==> src/rtl/rtc_shd_pkg.sv <==
package rtc_shd_pkg;
  // register addresses
  localparam logic [7:0] A_TIME = 8'h00;
  localparam logic [7:0] A_ALRM = 8'h10;
  localparam logic [7:0] A_CTRL = 8'h20;
  localparam logic [7:0] A_UPD  = 8'h21;
  // update register bit positions
  localparam int B_WT   = 0;
  localparam int B_RD   = 1;
  localparam int B_AL   = 2;
  localparam int B_TE   = 3;
  localparam int B_FAST = 4;
  // control register bit positions
  localparam int C_BCD = 0;
  localparam int C_H24 = 1;
endpackage

==> src/rtl/rtc_shd_bytebank.sv <==
module rtc_shd_bytebank
  import rtc_shd_pkg::*;
#(
  parameter int         NB   = 7,
  parameter logic [7:0] BASE = 8'h00
) (
  input  logic            clk,
  input  logic            rst,
  input  logic            wr,
  input  logic [7:0]      addr,
  input  logic [7:0]      wdata,
  output logic [NB*8-1:0] q
);
  for (genvar g = 0; g < NB; g++) begin : g_byte
    always_ff @(posedge clk) begin
      if (rst) q[g*8 +: 8] <= '0;
      else if (wr && addr == BASE + 8'(g)) q[g*8 +: 8] <= wdata;
    end
  end
endmodule

==> src/rtl/rtc_shd_xfer.sv <==
module rtc_shd_xfer #(
  parameter int SLOW_TICKS = 240,
  parameter int FAST_TICKS = 15
) (
  input  logic clk,
  input  logic rst,
  input  logic tick,
  input  logic start,
  input  logic fast,
  output logic busy,
  output logic fin
);
  localparam int MAXT = (SLOW_TICKS > FAST_TICKS) ? SLOW_TICKS : FAST_TICKS;
  localparam int CW   = $clog2(MAXT + 1);

  logic [CW-1:0] cnt, lim_q;

  assign fin = busy && tick && (cnt == lim_q - CW'(1));

  always_ff @(posedge clk) begin
    if (rst) begin
      busy  <= 1'b0;
      cnt   <= '0;
      lim_q <= '0;
    end else if (start && !busy) begin
      busy  <= 1'b1;
      cnt   <= '0;
      lim_q <= fast ? CW'(FAST_TICKS) : CW'(SLOW_TICKS);
    end else if (fin) begin
      busy <= 1'b0;
    end else if (busy && tick) begin
      cnt <= cnt + CW'(1);
    end
  end
endmodule

==> src/rtl/rtc_shd_rdmux.sv <==
module rtc_shd_rdmux
  import rtc_shd_pkg::*;
#(
  parameter int NB = 7
) (
  input  logic            clk,
  input  logic            rst,
  input  logic [7:0]      addr,
  input  logic [NB*8-1:0] snap,
  input  logic [NB*8-1:0] alm,
  input  logic [7:0]      ctrl_byte,
  input  logic [7:0]      upd_byte,
  output logic [7:0]      rdata
);
  logic [7:0] sel;

  always_comb begin
    sel = '0;
    for (int i = 0; i < NB; i++) begin
      if (addr == A_TIME + 8'(i)) sel = snap[i*8 +: 8];
      if (addr == A_ALRM + 8'(i)) sel = alm[i*8 +: 8];
    end
    if (addr == A_CTRL) sel = ctrl_byte;
    if (addr == A_UPD)  sel = upd_byte;
  end

  always_ff @(posedge clk) begin
    if (rst) rdata <= '0;
    else     rdata <= sel;
  end
endmodule

==> src/rtl/rtc_shadow_ctl.sv <==
module rtc_shadow_ctl
  import rtc_shd_pkg::*;
#(
  parameter int NB           = 7,
  parameter int SLOW_TICKS   = 240,
  parameter int FAST_TICKS   = 15,
  parameter bit ALARM_STICKY = 1'b0,
  parameter bit NEED_TIME_EN = 1'b0
) (
  input  logic            clk,
  input  logic            rst,
  input  logic            tick,
  input  logic [7:0]      bus_addr,
  input  logic [7:0]      bus_wdata,
  input  logic            bus_wr,
  output logic [7:0]      bus_rdata,
  input  logic [NB*8-1:0] live_time,
  output logic            load_stb,
  output logic [NB*8-1:0] load_time,
  output logic            alarm_stb,
  output logic [NB*8-1:0] alarm_val,
  output logic            bcd_mode,
  output logic            hr24_mode
);
  localparam int W = NB * 8;

  logic [W-1:0] time_buf, alm_buf, snap;
  logic         busy, fin;
  logic         fly_wt, fly_rd, fly_al, al_hold, te_q, fast_q;
  logic [1:0]   ctrl_q;
  logic         upd_wr, ctrl_wr, accept, want_wt, start;
  logic [7:0]   upd_byte;
  logic [2:0]   unused_wbits;

  assign unused_wbits = bus_wdata[7:5];

  rtc_shd_bytebank #(.NB(NB), .BASE(A_TIME)) u_tbuf (
    .clk(clk), .rst(rst), .wr(bus_wr), .addr(bus_addr),
    .wdata(bus_wdata), .q(time_buf));

  rtc_shd_bytebank #(.NB(NB), .BASE(A_ALRM)) u_abuf (
    .clk(clk), .rst(rst), .wr(bus_wr), .addr(bus_addr),
    .wdata(bus_wdata), .q(alm_buf));

  assign upd_wr  = bus_wr && (bus_addr == A_UPD);
  assign ctrl_wr = bus_wr && (bus_addr == A_CTRL);
  assign accept  = upd_wr && !busy;
  assign want_wt = bus_wdata[B_WT] && (!NEED_TIME_EN || bus_wdata[B_TE]);
  assign start   = accept && (want_wt || bus_wdata[B_RD] || bus_wdata[B_AL]);

  rtc_shd_xfer #(.SLOW_TICKS(SLOW_TICKS), .FAST_TICKS(FAST_TICKS)) u_xfer (
    .clk(clk), .rst(rst), .tick(tick), .start(start),
    .fast(bus_wdata[B_FAST]), .busy(busy), .fin(fin));

  always_ff @(posedge clk) begin
    if (rst) begin
      fly_wt    <= 1'b0;
      fly_rd    <= 1'b0;
      fly_al    <= 1'b0;
      al_hold   <= 1'b0;
      te_q      <= 1'b0;
      fast_q    <= 1'b0;
      load_stb  <= 1'b0;
      alarm_stb <= 1'b0;
      load_time <= '0;
      alarm_val <= '0;
      snap      <= '0;
    end else begin
      load_stb  <= 1'b0;
      alarm_stb <= 1'b0;
      if (accept) begin
        fast_q  <= bus_wdata[B_FAST];
        te_q    <= bus_wdata[B_TE] & ~bus_wdata[B_AL];
        fly_wt  <= want_wt;
        fly_rd  <= bus_wdata[B_RD];
        fly_al  <= bus_wdata[B_AL];
        al_hold <= 1'b0;
      end else if (fin) begin
        fly_wt <= 1'b0;
        fly_rd <= 1'b0;
        fly_al <= 1'b0;
        if (fly_wt) begin
          load_time <= time_buf;
          load_stb  <= 1'b1;
        end
        if (fly_rd) snap <= live_time;
        if (fly_al) begin
          alarm_val <= alm_buf;
          alarm_stb <= 1'b1;
          al_hold   <= ALARM_STICKY;
        end
      end
    end
  end

  always_ff @(posedge clk) begin
    if (rst)          ctrl_q <= '0;
    else if (ctrl_wr) ctrl_q <= bus_wdata[1:0];
  end

  assign bcd_mode  = ctrl_q[C_BCD];
  assign hr24_mode = ctrl_q[C_H24];
  assign upd_byte  = {3'b000, fast_q, te_q, fly_al | al_hold, fly_rd, fly_wt};

  rtc_shd_rdmux #(.NB(NB)) u_rd (
    .clk(clk), .rst(rst), .addr(bus_addr), .snap(snap), .alm(alarm_buf_rd()),
    .ctrl_byte({6'b0, ctrl_q}), .upd_byte(upd_byte), .rdata(bus_rdata));

  function automatic logic [W-1:0] alarm_buf_rd();
    return alm_buf;
  endfunction
endmodule

==> config.mk <==
export PLATFORM = sky130hd
export DESIGN_NAME = rtc_shadow_ctl
export DESIGN_NICKNAME = d
export VERILOG_FILES = /design/src/rtl/rtc_shd_pkg.sv /design/src/rtl/rtc_shd_bytebank.sv /design/src/rtl/rtc_shd_xfer.sv /design/src/rtl/rtc_shd_rdmux.sv /design/src/rtl/rtc_shadow_ctl.sv
export SDC_FILE = /design/constraint.sdc
export NUM_CORES = 1
export LEC_CHECK = 0
export CAP_MARGIN = 20
export CORE_MARGIN = 1.5
export CORE_UTILIZATION = 58
export CTS_CLUSTER_DIAMETER = 120
export DETAILED_ROUTE_END_ITERATION = 16
export HOLD_SLACK_MARGIN = 0.08
export PLACE_DENSITY = 0.92
export SYNTH_ARGS = -nofsm -noshare
export SYNTH_HDL_FRONTEND = slang
export SYNTH_SLANG_ARGS = --single-unit
==> constraint.sdc <==
create_clock -name clk -period 3.6 [get_ports clk]
set_input_delay 0.72 -clock clk [delete_from_list [all_inputs] [get_ports clk]]
set_output_delay 0.72 -clock clk [all_outputs]
set_load 0.02 [all_outputs]
Word level (Yosys, flattened, before mapping)
Index checks and enable logic that the tools add are counted.
{"block": "op_classes", "bitwise": 4, "muxes": 24, "n_eq_ne": 16, "n_addsub": 2, "n_reduce_logical": 34}
{"operator": "$mux W8", "n": 15}
{"operator": "$eq A8 B5 Y1 const B", "n": 7}
{"operator": "$eq A8 B3 Y1 const B", "n": 3}
{"operator": "$logic_and A1 B1 Y1", "n": 21}
{"operator": "$eq A8 B2 Y1 const B", "n": 2}
{"operator": "$eq A8 B6 Y1 const B", "n": 2}
{"operator": "$mux W5", "n": 2}
{"operator": "$reduce_and A3 Y1", "n": 3}
{"operator": "$add A8 B1 Y8 const B", "n": 1}
{"operator": "$eq A8 B1 Y1 const B", "n": 1}
{"operator": "$eq A8 B8 Y1", "n": 1}
{"operator": "$logic_not A8 Y1", "n": 1}
{"operator": "$sub A8 B1 Y8 const B", "n": 1}
{"operator": "$mux W1", "n": 7}
{"operator": "$reduce_or A3 Y1", "n": 2}
{"operator": "$reduce_bool A2 Y1", "n": 2}
{"operator": "$not A1 Y1", "n": 3}
{"operator": "$logic_or A1 B1 Y1", "n": 2}
{"operator": "$reduce_and A2 Y1", "n": 1}
{"operator": "$reduce_or A2 Y1", "n": 1}
{"operator": "$and A1 B1 Y1", "n": 1}
{"operator": "$logic_not A1 Y1", "n": 1}
{"block": "totals", "input_bits": 76, "reg_bits": 314, "output_inout_bits": 124, "wordCells": 110}

Longest topological paths before layout
{"block": "logic_depth", "word_depth": 17, "ltp_mapped": 10, "ltp_nobuf": 8}

Cells and area by module
From an unflattened synthesis, not the netlist that was laid out.
{"block": "unflattened", "hier_cells": 1532, "area_unflattened_um2": 14971.9}
{"mod": "rtc_shadow_ctl", "area_per_inst_um2": 7858.8, "seq_area_each_um2": 3543.4, "cells_each": 780, "n_inst": 1}
{"mod": "rtc_shd_bytebank (u_abuf)", "area_per_inst_um2": 2245.9, "seq_area_each_um2": 1121.1, "cells_each": 198, "n_inst": 1}
{"mod": "rtc_shd_bytebank (u_tbuf)", "area_per_inst_um2": 2243.4, "seq_area_each_um2": 1121.1, "cells_each": 198, "n_inst": 1}
{"mod": "rtc_shd_rdmux", "area_per_inst_um2": 2011.9, "seq_area_each_um2": 160.2, "cells_each": 286, "n_inst": 1}
{"mod": "rtc_shd_xfer", "area_per_inst_um2": 611.8, "seq_area_each_um2": 220.2, "cells_each": 70, "n_inst": 1}

Least setup slack after synthesis
No wires, ideal clock.
{"block": "synth_path", "path_kind": "input to register", "startpoint": "in bus_addr[2]", "endpoint": "reg u_abuf.q[7]", "cell_stages": 5, "slack_ns": 1.351, "required_ns": 3.472, "n_path_buf": 1, "arrival_time_ns": 2.122, "setup_time_ns": 0.128, "cell_sequence": "buf_2 -> nor4_1 -> nand4_2 -> mux2i_1 -> nor2_1"}
{"block": "synth_via", "elab_chain_cells": 2}
{"item": "start, declared", "line": "rtc_shadow_ctl.sv:13", "text": "input logic [7:0] bus_addr,"}
{"item": "$eq A8 B5 Y1", "line": "rtc_shd_bytebank.sv:17", "text": "else if (wr && addr == BASE + 8'(g)) q[g*8 +: 8] <= wdata;"}
{"item": "$logic_and A1 B1 Y1", "line": "rtc_shd_bytebank.sv:17"}
{"item": "end signal, assigned by index", "line": "rtc_shd_bytebank.sv:17"}
{"item": "end, declared", "line": "rtc_shd_bytebank.sv:12", "text": "output logic [NB*8-1:0] q"}
No other way between the ends.
A chain may end at the register's enable or synchronous reset.

Worst setup path in the final report
{"block": "layout_path", "startpoint": "in bus_addr[1]", "endpoint": "reg u_tbuf.q[7]"}
{"block": "layout_via", "elab_chain_cells": 2}
{"item": "$logic_not A8 Y1", "line": "rtc_shd_bytebank.sv:17"}
{"item": "$logic_and A1 B1 Y1", "line": "rtc_shd_bytebank.sv:17"}
{"item": "end signal, assigned by index", "line": "rtc_shd_bytebank.sv:17"}
{"item": "end, declared", "line": "rtc_shd_bytebank.sv:12"}
No other way between the ends.

==> impl_metrics.csv <==
group,metric,value,unit
worst_setup_path,critical_path_arrival,3.13,ns
timing,fin_crit_sh,75.8,%
global_routing,grt_use_met2,54.4,%
routing,route.detailed.drc,0,
logic_synthesis,synth_warnings,0,
hold_path,holdPathStages,2,
cts,cts_buffers,29,
timing,post-route-min-period,2.73,ns
cells_and_area,final.fill_count,1558,
outcome,status,"complete, no violations",
cts,cts_repair_resize_count,0,
timing,max_slew_headroom,24.2,%
timing,fin_ws,0.872,ns
die,row_count,54,
global_routing,grtUsageMet3,4.49,%
logic_synthesis,yosys.area_share.simple,22.5,%
timing,timing_hold_violations_final,0,
cells_and_area,layout_commonest_cell,"sky130_fd_sc_hd__nand2_1",
cells_and_area,nets,1721,
logic_synthesis,postSynth.topFlopCell,"sky130_fd_sc_hd__dfxtp_1",
logic_synthesis,synthesis.nets,1557,
cts,path_clk_slew,0.06,ns
logic_synthesis,synth-seq-area-share,48.4,%
cts,tritoncts,"built",
cts,clk-insertion-delay-late,0.54,ns
place,standard_cell_area_after_detailed_placement,0.0148,sq mm
worst_setup_path,critical_path.max_fanout,14,
worst_setup_path,reg2regPathDepth,7,
logic_synthesis,yosysUniqueCellTypes,70,
cts,clock_sink_count,308,
timing,setup_tns,0,ns
die,die_area,0.0228,sq mm
pwr,p_per_area,441,mW/mm^2
die,count_of_boundary_i_o_pins,200,
global_routing,grt_start_max_net_pins,143,
die,floorplan.core_area,0.0217,sq mm
global_routing,number_of_global_route_vias_before_repair,10829,
logic_synthesis,async_flop_share,0,%
global_routing,grt_first_pass_wirelength,58700,microns
logic_synthesis,syn-mean-instance-area,8.61,sq um
hold_path,timing.hold.worst.class,"reg -> reg",
pwr,worst_vdd_ir,0.333,mV
worst_setup_path,required,4.00,ns
timing,finalClockSkew,0.0123,ns
logic_synthesis,synth-compound-area-share,14.5,%
logic_synthesis,synth_cells,1479,
global_routing,grt_util_all_layers,33.1,%
cells_and_area,antenna_cells,0,
routing,detailroute.via_count,11393,
global_routing,antenna_violations_before_repair,0,
cells_and_area,layout.cells.most_common_list,"sky130_fd_sc_hd__nand2_1 (358), sky130_fd_sc_hd__dfxtp_1 (308), sky130_fd_sc_hd__clkdlybuf4s50_1 (197), sky130_fd_sc_hd__a21oi_1 (171), sky130_fd_sc_hd__nor2_1 (123)",
logic_synthesis,number_of_synthesized_flops_with_an_enable_pin,0,
cells_and_area,area_delta_synth_final,24.3,%
die,die_x,151,microns
timing,timing_worst_slew_pin_value,1.13,ns
worst_setup_path,timing.setup.critical_path_class,"in -> reg",
logic_synthesis,synthXorXnorAreaFrac,0.619,%
routing,ant_nets,0,
routing,drtIter0Drc,1025,
worst_setup_path,kind_of_start_point_of_the_critical_path,"input port",
place,setup_slack_after_placement,0.387,ns
global_routing,top_usage_layer,"met2",
pwr,p_leak,5.71,nW
global_routing,grt_remaining_overflow,0,
cts,post_cts_hold_buffer_count,0,
logic_synthesis,synthMuxAreaShare,8.65,%
cells_and_area,drive_gt1_share,13.0,%
die,initial_utilization,58.7,%
logic_synthesis,netlist_area,0.0127,sq mm
worst_setup_path,worstSetupEndpointType,"flop",
timing,timing_max_transition_violations_final,0,
place,buffer_ports.inserted,199,
routing,detail_route.vias_per_cell,5.86,
logic_synthesis,post_synth_fa_ha_maj_area_fraction,0.197,%
cts,cts_setup_buffers,0,
logic_synthesis,synth_seq_cells,308,
job,max-cap-violations,0,
timing,finalSetupViolCount,0,
timing,max_freq,367,MHz
place,detailed_place_hpwl,26400,microns
cts,max-clock-path-buffers,3,
timing,setup_repair_after_global_routing_missed_its_margin,"false",
routing,drt_pre_antenna_iters,6,
routing,wl_per_cell,19.8,microns
logic_synthesis,synth_top_family_by_area,"simple AND/OR/NAND/NOR gates",
die,die-height,151,microns
cts,ctsHtreeMaxLevel,1,
cts,cell_at_the_root_of_the_clock_tree,"sky130_fd_sc_hd__clkbuf_16",
routing,wirelength,38500,microns
global_routing,grt_use_met1,44.2,%
place,place.gp.congestion,1.00,
cells_and_area,final_design_area_no_fill,0.0158,sq mm
==> cell usage after synthesis, types with 3 or more instances <==
cell / n / area share, %
sky130_fd_sc_hd__nand2_1: 359 / 11
sky130_fd_sc_hd__dfxtp_1: 308 / 48
sky130_fd_sc_hd__a21oi_1: 171 / 6.7
sky130_fd_sc_hd__nor2_1: 124 / 3.7
sky130_fd_sc_hd__mux2i_1: 101 / 7.9
sky130_fd_sc_hd__clkbuf_1: 58 / 1.7
sky130_fd_sc_hd__a21oi_2: 50 / 3.4
sky130_fd_sc_hd__nand3_1: 42 / 1.7
sky130_fd_sc_hd__nand2_2: 40 / 2.0
sky130_fd_sc_hd__buf_2: 27 / 1.1
sky130_fd_sc_hd__o21ai_0: 19 / 0.75
sky130_fd_sc_hd__and3_1: 11 / 0.54
sky130_fd_sc_hd__buf_6: 9 / 0.80
sky130_fd_sc_hd__nor2b_1: 8 / 0.39
sky130_fd_sc_hd__nor3_1: 8 / 0.31
sky130_fd_sc_hd__a31oi_1: 7 / 0.34
sky130_fd_sc_hd__nand4_1: 7 / 0.34
sky130_fd_sc_hd__a22o_1: 6 / 0.41
sky130_fd_sc_hd__a22oi_1: 6 / 0.35
sky130_fd_sc_hd__inv_1: 6 / 0.18
sky130_fd_sc_hd__mux2_2: 6 / 0.53
sky130_fd_sc_hd__xor2_1: 6 / 0.41
sky130_fd_sc_hd__buf_12: 5 / 0.79
sky130_fd_sc_hd__buf_4: 5 / 0.29
sky130_fd_sc_hd__o211ai_1: 5 / 0.29
sky130_fd_sc_hd__a211oi_1: 4 / 0.24
sky130_fd_sc_hd__a221oi_1: 4 / 0.28
sky130_fd_sc_hd__buf_1: 4 / 0.12
sky130_fd_sc_hd__nand2b_1: 4 / 0.20
sky130_fd_sc_hd__nand3_2: 4 / 0.31
sky130_fd_sc_hd__o22ai_1: 4 / 0.20
sky130_fd_sc_hd__nand4_2: 3 / 0.29
sky130_fd_sc_hd__nor3_2: 3 / 0.24
sky130_fd_sc_hd__nor3_4: 3 / 0.38
sky130_fd_sc_hd__o221ai_1: 3 / 0.21
sky130_fd_sc_hd__or3_1: 3 / 0.15
sky130_fd_sc_hd__xnor2_1: 3 / 0.21
==> flip-flops by register name, summed over array words and instances (netlist names), 2 cells and up <==
| register | flops |
|---|---|
| load_time | 56 |
| u_xfer.cnt | 8 |
| snap | 56 |
| alarm_val | 56 |
| u_rd.rdata | 8 |
| u_tbuf.q | 56 |
| u_abuf.q | 56 |
| ctrl_q | 2 |
| u_xfer.lim_q | 2 |
==> through the flow <==
stage	power, mW	hold slack [ns]	cells	utilization [%]
finish	6.97	0.451	1945	73.0
global route	7.12	0.468	1945	73.0
CTS	6.97	0.452	1945	73.0
detailed placement	3.82	0.443	1892	68.3
global placement	3.82	0.436	1892	68.3
floorplan	3.65	0.429	1479	-
==> report_power, final <==
part	switching [mW]	leakage [nW]	internal, mW
combinational	0.214	2.73	0.129
sequential	0.00224	2.48	3.41
clock	1.30	0.502	1.92
==> final cells by class <==
cell class	instances	area (sq um)	share of cell area, %
clock buffers	46	900	5.69
well taps	280	350	2.21
flip-flops and latches	308	6170	39.0
inverters	7	26.3	0.166
repair buffers	242	2340	14.8
multi-input cells	1055	5930	37.5
clock inverters	7	114	0.720
==> kinds of logic after synthesis <==
family	Yosys count
AND/OR/NAND/NOR	637
flip-flops	308
AO/OA/AOI/OAI	299
adder cells (fa/ha/maj)	2
XOR/XNOR	9
multiplexers	108
buffers and inverters	116
==> worst paths after layout <==
path | endpoint | slack (ns) | from
max | u_tbuf.q[7] | 0.87 | bus_addr[1]
min | alarm_val[25] | 0.45 | alarm_val[25]
max reg2reg | snap[14] | 1.00 | u_xfer.lim_q[3]
min reg2reg | alarm_val[25] | 0.45 | alarm_val[25]
==> critical path: stages <==
cell and delay (ns):
sky130_fd_sc_hd__clkdlybuf4s50_1 0.64, sky130_fd_sc_hd__nor2_1 0.66, sky130_fd_sc_hd__nand2_1 0.21, sky130_fd_sc_hd__nor2_2 0.54, sky130_fd_sc_hd__mux2i_1 0.27, sky130_fd_sc_hd__nor2_1 0.08
==> metal layers <==
layer | wire length [microns] | vias up
met5 | 0 | -
met4 | 1420 | 0
met3 | 3000 | 109
met2 | 18100 | 565
met1 | 16000 | 5411
li1 | - | 5308
No activity file was read; power rests on OpenSTA's default activity.
